<file path="src/rtl/seq_pkg.sv">
`timescale 1ns/1ps
package seq_pkg;
  localparam int OPC_W  = 4;
  localparam int FLD_W  = 2;
  localparam int SLOT_W = OPC_W + 2 * FLD_W;
  localparam int SLOTS  = 2;
  localparam int WORD_W = SLOTS * SLOT_W;
  localparam int ALU_N  = 9;
  localparam int ALU_PASS = ALU_N - 1;

  localparam logic [OPC_W-1:0] OPC_NOP   = 4'h0;
  localparam logic [OPC_W-1:0] OPC_HALT  = 4'h1;
  localparam logic [OPC_W-1:0] OPC_ADD   = 4'h2;
  localparam logic [OPC_W-1:0] OPC_CMP   = 4'h8;
  localparam logic [OPC_W-1:0] OPC_MUL   = 4'h9;
  localparam logic [OPC_W-1:0] OPC_LOAD  = 4'hA;
  localparam logic [OPC_W-1:0] OPC_STORE = 4'hB;
  localparam logic [OPC_W-1:0] OPC_JZ    = 4'hC;
  localparam logic [OPC_W-1:0] OPC_JC    = 4'hD;
  localparam logic [OPC_W-1:0] OPC_JMP   = 4'hE;
  localparam logic [OPC_W-1:0] OPC_LONG  = 4'hF;

  typedef enum logic [3:0] {
    ST_RESET, ST_FETCH, ST_DEC_HI, ST_EXEC_HI, ST_MEM_HI,
    ST_DEC_LO, ST_EXEC_LO, ST_MEM_LO, ST_EXEC_LONG, ST_BRANCH, ST_HALT
  } seqState_t;

  typedef struct packed {
    logic isAlu;
    logic isMem;
    logic isLoad;
    logic isJump;
    logic jumpTaken;
    logic isHalt;
    logic isLong;
    logic wrReg;
    logic [ALU_N-1:0] aluOneHot;
  } slotInfo_t;

  typedef struct packed {
    logic pcClear;
    logic pcInc;
    logic pcLoad;
    logic irLoad;
    logic memRead;
    logic memWrite;
    logic regWrite;
    logic flagWrite;
    logic immSel;
    logic halted;
    logic [ALU_N-1:0] aluSel;
  } ctrlStrobes_t;
endpackage

</file>
<file path="src/rtl/slot_decoder.sv">
`timescale 1ns/1ps
module slot_decoder
  import seq_pkg::*;
(
  input  logic [OPC_W-1:0] opc,
  input  logic             flagZ,
  input  logic             flagC,
  output slotInfo_t        info
);
  localparam logic [ALU_N-1:0] ALU_ONE = 1;

  always_comb begin
    info = '0;
    info.isAlu     = (opc >= OPC_ADD) && (opc <= OPC_MUL);
    info.wrReg     = info.isAlu && (opc != OPC_CMP);
    info.aluOneHot = info.isAlu ? (ALU_ONE << (opc - OPC_ADD)) : '0;
    info.isLoad    = (opc == OPC_LOAD);
    info.isMem     = (opc == OPC_LOAD) || (opc == OPC_STORE);
    info.isJump    = (opc == OPC_JZ) || (opc == OPC_JC) || (opc == OPC_JMP);
    info.jumpTaken = (opc == OPC_JMP) || ((opc == OPC_JZ) && flagZ) ||
                     ((opc == OPC_JC) && flagC);
    info.isHalt    = (opc == OPC_HALT);
    info.isLong    = (opc == OPC_LONG);
  end
endmodule

</file>
<file path="src/rtl/seq_decode_path.sv">
`timescale 1ns/1ps
module seq_decode_path
  import seq_pkg::*;
#(
  parameter int P_SLOT_W = SLOT_W,
  parameter int P_OPC_W  = OPC_W,
  parameter int P_FLD_W  = FLD_W
) (
  input  logic [SLOTS*P_SLOT_W-1:0] irWord,
  input  logic                      flagZ,
  input  logic                      flagC,
  input  logic                      slotLo,
  output slotInfo_t                 hiInfo,
  output slotInfo_t                 loInfo,
  output logic                      loEmpty,
  output logic [P_FLD_W-1:0]        dstSel,
  output logic [P_FLD_W-1:0]        srcSel
);
  localparam int OPC_LSB = P_SLOT_W - P_OPC_W;
  localparam int DST_LSB = P_FLD_W;

  slotInfo_t info [SLOTS];

  for (genvar g = 0; g < SLOTS; g++) begin : g_slot
    slot_decoder u_dec (
      .opc  (irWord[g*P_SLOT_W + OPC_LSB +: P_OPC_W]),
      .flagZ(flagZ),
      .flagC(flagC),
      .info (info[g])
    );
  end

  assign hiInfo  = info[SLOTS-1];
  assign loInfo  = info[0];
  assign loEmpty = (irWord[P_SLOT_W-1:0] == '0);

  // field mux follows the active byte
  assign dstSel = slotLo ? irWord[DST_LSB +: P_FLD_W]
                         : irWord[P_SLOT_W + DST_LSB +: P_FLD_W];
  assign srcSel = slotLo ? irWord[0 +: P_FLD_W]
                         : irWord[P_SLOT_W +: P_FLD_W];
endmodule

</file>
<file path="src/rtl/seq_fsm.sv">
`timescale 1ns/1ps
module seq_fsm
  import seq_pkg::*;
(
  input  logic         clk,
  input  logic         rst,
  input  logic         memReady,
  input  logic         loEmpty,
  input  slotInfo_t    hiInfo,
  input  slotInfo_t    loInfo,
  output ctrlStrobes_t strb,
  output logic         slotLo
);
  seqState_t state, nxt, afterHi;
  logic      brLo, brLoNxt;

  assign afterHi = loEmpty ? ST_FETCH : ST_DEC_LO;
  assign slotLo  = (state == ST_DEC_LO) || (state == ST_EXEC_LO) ||
                   (state == ST_MEM_LO) || ((state == ST_BRANCH) && brLo);

  always_comb begin
    strb    = '0;
    nxt     = state;
    brLoNxt = brLo;
    case (state)
      ST_RESET: begin
        strb.pcClear = 1'b1;
        nxt = ST_FETCH;
      end
      ST_FETCH: begin
        strb.memRead = 1'b1;
        if (memReady) begin
          strb.irLoad = 1'b1;
          strb.pcInc  = 1'b1;
          nxt = ST_DEC_HI;
        end
      end
      ST_DEC_HI: begin
        if (hiInfo.isHalt)      nxt = ST_HALT;
        else if (hiInfo.isLong) nxt = ST_EXEC_LONG;
        else if (hiInfo.isMem)  nxt = ST_MEM_HI;
        else if (hiInfo.isJump) begin
          if (hiInfo.jumpTaken) begin
            nxt = ST_BRANCH;
            brLoNxt = 1'b0;
          end else begin
            nxt = afterHi;
          end
        end else nxt = ST_EXEC_HI;
      end
      ST_EXEC_HI: begin
        strb.aluSel    = hiInfo.aluOneHot;
        strb.flagWrite = hiInfo.isAlu;
        strb.regWrite  = hiInfo.wrReg;
        nxt = afterHi;
      end
      ST_MEM_HI: begin
        strb.memRead  = hiInfo.isLoad;
        strb.memWrite = !hiInfo.isLoad;
        if (memReady) begin
          strb.regWrite = hiInfo.isLoad;
          nxt = afterHi;
        end
      end
      ST_DEC_LO: begin
        if (loInfo.isHalt)      nxt = ST_HALT;
        else if (loInfo.isLong) nxt = ST_EXEC_LO;
        else if (loInfo.isMem)  nxt = ST_MEM_LO;
        else if (loInfo.isJump) begin
          if (loInfo.jumpTaken) begin
            nxt = ST_BRANCH;
            brLoNxt = 1'b1;
          end else begin
            nxt = ST_FETCH;
          end
        end else nxt = ST_EXEC_LO;
      end
      ST_EXEC_LO: begin
        strb.aluSel    = loInfo.aluOneHot;
        strb.flagWrite = loInfo.isAlu;
        strb.regWrite  = loInfo.wrReg;
        nxt = ST_FETCH;
      end
      ST_MEM_LO: begin
        strb.memRead  = loInfo.isLoad;
        strb.memWrite = !loInfo.isLoad;
        if (memReady) begin
          strb.regWrite = loInfo.isLoad;
          nxt = ST_FETCH;
        end
      end
      ST_EXEC_LONG: begin
        strb.immSel           = 1'b1;
        strb.regWrite         = 1'b1;
        strb.aluSel[ALU_PASS] = 1'b1;
        nxt = ST_FETCH;
      end
      ST_BRANCH: begin
        strb.pcLoad = 1'b1;
        nxt = ST_FETCH;
      end
      ST_HALT: begin
        strb.halted = 1'b1;
        nxt = ST_HALT;
      end
      default: nxt = ST_RESET;
    endcase
  end

  always_ff @(posedge clk) begin
    if (rst) begin
      state <= ST_RESET;
      brLo  <= 1'b0;
    end else begin
      state <= nxt;
      brLo  <= brLoNxt;
    end
  end

  // reset state hands over to fetch
  p_reset_to_fetch_r1: assert property (@(posedge clk) disable iff (rst)
    strb.pcClear |=> (state == ST_FETCH));
  // an unanswered request is held
  p_request_held_r2: assert property (@(posedge clk) disable iff (rst)
    (strb.memRead && !memReady) |=> strb.memRead);
  // word load is followed by upper decode
  p_load_then_decode_r2: assert property (@(posedge clk) disable iff (rst)
    strb.irLoad |=> (state == ST_DEC_HI));
  // empty shadow byte returns to fetch
  p_empty_shadow_r5: assert property (@(posedge clk) disable iff (rst)
    ((state == ST_EXEC_HI) && loEmpty) |=> (state == ST_FETCH));
  // branch always goes straight to fetch
  p_branch_cancels_r9: assert property (@(posedge clk) disable iff (rst)
    (state == ST_BRANCH) |=> (state == ST_FETCH));
  // halt is sticky
  p_halt_sticky_r10: assert property (@(posedge clk) disable iff (rst)
    strb.halted |=> strb.halted);
  // operation select is one-hot or idle
  p_alu_onehot_r12: assert property (@(posedge clk) disable iff (rst)
    $onehot0(strb.aluSel));
  // never read and write together
  p_mem_exclusive_r12: assert property (@(posedge clk) disable iff (rst)
    !(strb.memRead && strb.memWrite));
endmodule

</file>
<file path="src/rtl/dual_slot_sequencer.sv">
`timescale 1ns/1ps
module dual_slot_sequencer
  import seq_pkg::*;
(
  input  logic              clk,
  input  logic              rst,
  input  logic [WORD_W-1:0] irWord,
  input  logic              flagZ,
  input  logic              flagC,
  input  logic              memReady,
  output logic              pcClear,
  output logic              pcInc,
  output logic              pcLoad,
  output logic              irLoad,
  output logic              memRead,
  output logic              memWrite,
  output logic              regWrite,
  output logic              flagWrite,
  output logic              immSel,
  output logic [ALU_N-1:0]  aluSel,
  output logic              slotLo,
  output logic [FLD_W-1:0]  dstSel,
  output logic [FLD_W-1:0]  srcSel,
  output logic              halted
);
  slotInfo_t    hiInfo, loInfo;
  logic         loEmpty;
  ctrlStrobes_t strb;

  seq_decode_path u_path (
    .irWord (irWord),
    .flagZ  (flagZ),
    .flagC  (flagC),
    .slotLo (slotLo),
    .hiInfo (hiInfo),
    .loInfo (loInfo),
    .loEmpty(loEmpty),
    .dstSel (dstSel),
    .srcSel (srcSel)
  );

  seq_fsm u_fsm (
    .clk     (clk),
    .rst     (rst),
    .memReady(memReady),
    .loEmpty (loEmpty),
    .hiInfo  (hiInfo),
    .loInfo  (loInfo),
    .strb    (strb),
    .slotLo  (slotLo)
  );

  assign pcClear   = strb.pcClear;
  assign pcInc     = strb.pcInc;
  assign pcLoad    = strb.pcLoad;
  assign irLoad    = strb.irLoad;
  assign memRead   = strb.memRead;
  assign memWrite  = strb.memWrite;
  assign regWrite  = strb.regWrite;
  assign flagWrite = strb.flagWrite;
  assign immSel    = strb.immSel;
  assign aluSel    = strb.aluSel;
  assign halted    = strb.halted;
endmodule

</file>
<file path="config.mk">
export PLATFORM = sky130hd
export DESIGN_NAME = dual_slot_sequencer
export DESIGN_NICKNAME = d
export VERILOG_FILES = /design/src/rtl/seq_pkg.sv /design/src/rtl/slot_decoder.sv /design/src/rtl/seq_decode_path.sv /design/src/rtl/seq_fsm.sv /design/src/rtl/dual_slot_sequencer.sv
export SDC_FILE = /design/constraint.sdc
export NUM_CORES = 1
export LEC_CHECK = 0
export BUFFER_PORTS_ARGS = -buffer_cell sky130_fd_sc_hd__buf_2
export CORE_ASPECT_RATIO = 1.75
export CORE_UTILIZATION = 40
export DETAILED_ROUTE_END_ITERATION = 6
export GPL_TIMING_DRIVEN = 0
export PLACE_DENSITY_LB_ADDON = 0.2
export SLEW_MARGIN = 20
export SYNTH_ARGS = -nofsm -noshare
export SYNTH_HDL_FRONTEND = slang
export SYNTH_SLANG_ARGS = --single-unit
</file>
<file path="constraint.sdc">
create_clock -name clk -period 2.1 [get_ports clk]
set_input_delay 0.315 -clock clk [delete_from_list [all_inputs] [get_ports clk]]
set_output_delay 0.315 -clock clk [all_outputs]
set_load 0.03 [all_outputs]
</file>
==> reports/results.txt <==
Synth area leader: dfxtp_1
drt drc: 0
Top cell by count, worst path: buf_6
CP max stage delay: 0.34 ns
Initial Utilization: 43.1%
Synth-to-Final Area Change: 45.3%
Critical-path top delay cell: or3_1
R2R Path Start: u_fsm.state[0]
most common cell in the netlist: nor2_1
largest net degree at the start of global routing: 11
ys flop type: dfxtp_1
Crit. End Element: primary output
mean post-synth cell area: 6.55 µm²
post-route ant nets: 0
final hold viol count: 0
Initial DRT Pass Iterations: 5
grt met3 use: 2.27%
R2R cell count: 6
Vias: 1517
final worst path period need: 2.06 ns
layout cells sized above 1: 42.9%
register clock-pin slew on the reported worst setup and hold paths: 0.04 ns
H-tree Lvls: 1
final period utilization: 98.2%
Area contributors post-synth: dfxtp_1, nor2_1, a21oi_1, nand2_1, o22ai_1
Setup Viol. Count Final: 0
clk buf depth: 2
fillers: 241
met1 track demand over resource: 26.7%
hold path depth: 2
Fin Setup TNS: 0 ns
crit path capture: aluSel[2]
final layout net count: 243
CP bufs+invs: 4
Cell Rows: 24
first-pass GRT wire length: 6090 µm
Mapped Nets: 191
WP data required: 1.78 ns
dpl hpwl: 3010 µm
Async SR Flop Fraction: 0%
RSZ-0062 raised after global routing: true
clock tree from TritonCTS: yes
critical path startpoint category: input pin
Power Density: 711 mW/mm²
Worst slew margin: 64.0%
initial antenna violation count: 0
IO Count: 45
Clock Latency Late Sink: 0.22 ns
met2 usage: 49.3%
Seq/Total Area, Yosys: 9.10%
Slew Viols, Final: 0
root buffer cell: clkbuf_8
Final Cell Area: 0.00160 mm²
Hold WC Path Type: in -> reg
Core Box Area: 0.00255 mm²
#FFs+latches synth: 5
worst reg-to-reg setup slack: 0.52 ns
CP Depth: 10
Worst Tran Pin Value: 0.539 ns
Die H: 71.4 µm
Fmax: 485 MHz
Remaining Overflow, GRT: 0
Routability Congestion: 0.988
crit path launch: irWord[13]
DIE AREA: 0.00297 mm²
n_diodes: 0
Cells after Synth: 168
gr busiest metal: met2
Ys Warns: 0
worst ir drop on vdd: 0.558 mV
Placed Area: 0.00135 mm²
CTS Sinks: 5
list of most frequent post-synthesis cells: nor2_1, nand2_1, inv_1, a21oi_1, o22ai_1
vias in the first global route: 1382
Yosys cell types: 56
Total GRT Usage: 25.4%
Mapped Area: 0.00110 mm²
EDFF count, synth: 0
leak pwr: 0.000701 µW
Crit Path Category: in -> out
# port buffers: 40
WL per Instance: 16.2 µm
r2r endpoint: u_fsm.state[1]
area share of the largest cell type after synthesis: 9.10%
Max Cap Viol: 0
Worst Path Max Fanout: 5
1st-iter DRT viols: 65
Via density: 6.19
total wire length: 3970 µm
Die Wd: 41.6 µm
CP cell instances: buf_6 -> buf_6 -> inv_4 -> ha_4 -> and2_4 -> mux2i_2 -> nand3b_1 -> or3_1 -> o31ai_2 -> buf_4
Worst Skew: 0.00269 ns
status: completed
CP Data Arrival Time: 1.75 ns
Worst path top cell family by delay: simple AND/OR/NAND/NOR gates
CTS buffer count: 3
[what timing repair did]
action | 4_1_cts | 5_1_grt
endpoints found under the hold margin | 0 | 0
hold buffers | 0 | 0
pin swaps | 6 | 8
setup endpoints to repair | 14 | 15
resized for setup | 21 | 32
setup buffers | 6 | 2
[metrics by stage]
stage                     setup WS [ns]  hold WS, ns  power [µW]  instances  util, %
final                            0.0385        0.353        1140        245     62.6
after global routing            -0.0247        0.364        1200        245     62.6
after CTS                      -0.00660        0.351        1100        244     59.0
after detailed placement         -0.208        0.525         870        234     52.8
after global placement           -0.187        0.513         864        234     52.8
after floorplan                 -0.0345        0.384         688        168        -
[final cells by class]
type / instances / area [µm²] / area share, %
Buffer: 11 / 76.3 / 4.78
Clock buffer: 4 / 45.0 / 2.82
Inverter: 13 / 51.3 / 3.21
Multi-Input combinational cell: 138 / 990 / 61.9
Sequential cell: 5 / 108 / 6.73
Tap cell: 26 / 32.5 / 2.04
Timing Repair Buffer: 48 / 295 / 18.5
[registers in the layout, summed over array words and instances, names as in the netlist]
name,flops
u_fsm.state,4
u_fsm.brLo,1
[cell families (layout without fill, tap and decap cells)]
family                     Yosys count  after routing  share of synthesized area [%]
adders and majority gates            2              2                           2.27
buffers and inverters               25             76                           9.90
AOI/OAI and AO/OA                   51             51                           32.0
xor gates and xnor gates             2              2                           1.59
muxes                                5              5                           5.01
and+or+nand+nor                     78             78                           40.2
DFF                                  5              5                           9.10
[layout by cell type, fill, tap and decap left out, drive strengths merged, types with 2 or more instances in the layout]
| master | count |
|---|---|
| a21oi | 12 |
| a22o | 3 |
| a31oi | 2 |
| and2 | 4 |
| and3 | 5 |
| buf | 54 |
| clkbuf | 9 |
| dfxtp | 5 |
| ha | 2 |
| inv | 13 |
| mux2 | 4 |
| nand2 | 14 |
| nand2b | 5 |
| nand3 | 7 |
| nand4 | 2 |
| nor2 | 19 |
| nor2b | 2 |
| nor3 | 7 |
| nor3b | 4 |
| nor4 | 2 |
| o211ai | 2 |
| o21ai | 6 |
| o21bai | 2 |
| o22ai | 8 |
| o31ai | 4 |
| xnor2 | 2 |
[worst register-to-register path: stages, from the launching register on]
cell and delay (ns):
dfxtp_2 0.35, buf_2 0.20, and2_1 0.17, o21ai_0 0.21, a21boi_0 0.29, o21ai_0 0.15, a21oi_1 0.15
[worst min path at each step]
stage                from        endpoint  slack (ns)
2_1_floorplan         rst  u_fsm.state[1]        0.38
3_3_place_gp   u_fsm.brLo      u_fsm.brLo        0.51
3_5_place_dp   u_fsm.brLo      u_fsm.brLo        0.53
4_1_cts               rst  u_fsm.state[3]        0.35
5_1_grt               rst  u_fsm.state[1]        0.36
6_report              rst  u_fsm.state[3]        0.35
[layer usage]
metal,vias up,share of wire (%)
li1,720,-
met1,718,36
met2,66,57
met3,13,3.9
met4,0,2.7
met5,-,0
[report_power, final]
group	internal, µW	switching (µW)
combinational	301	498
clock	130	43.5
sequential	124	40.3
total	555	582
No activity file was read; power rests on OpenSTA's default activity.
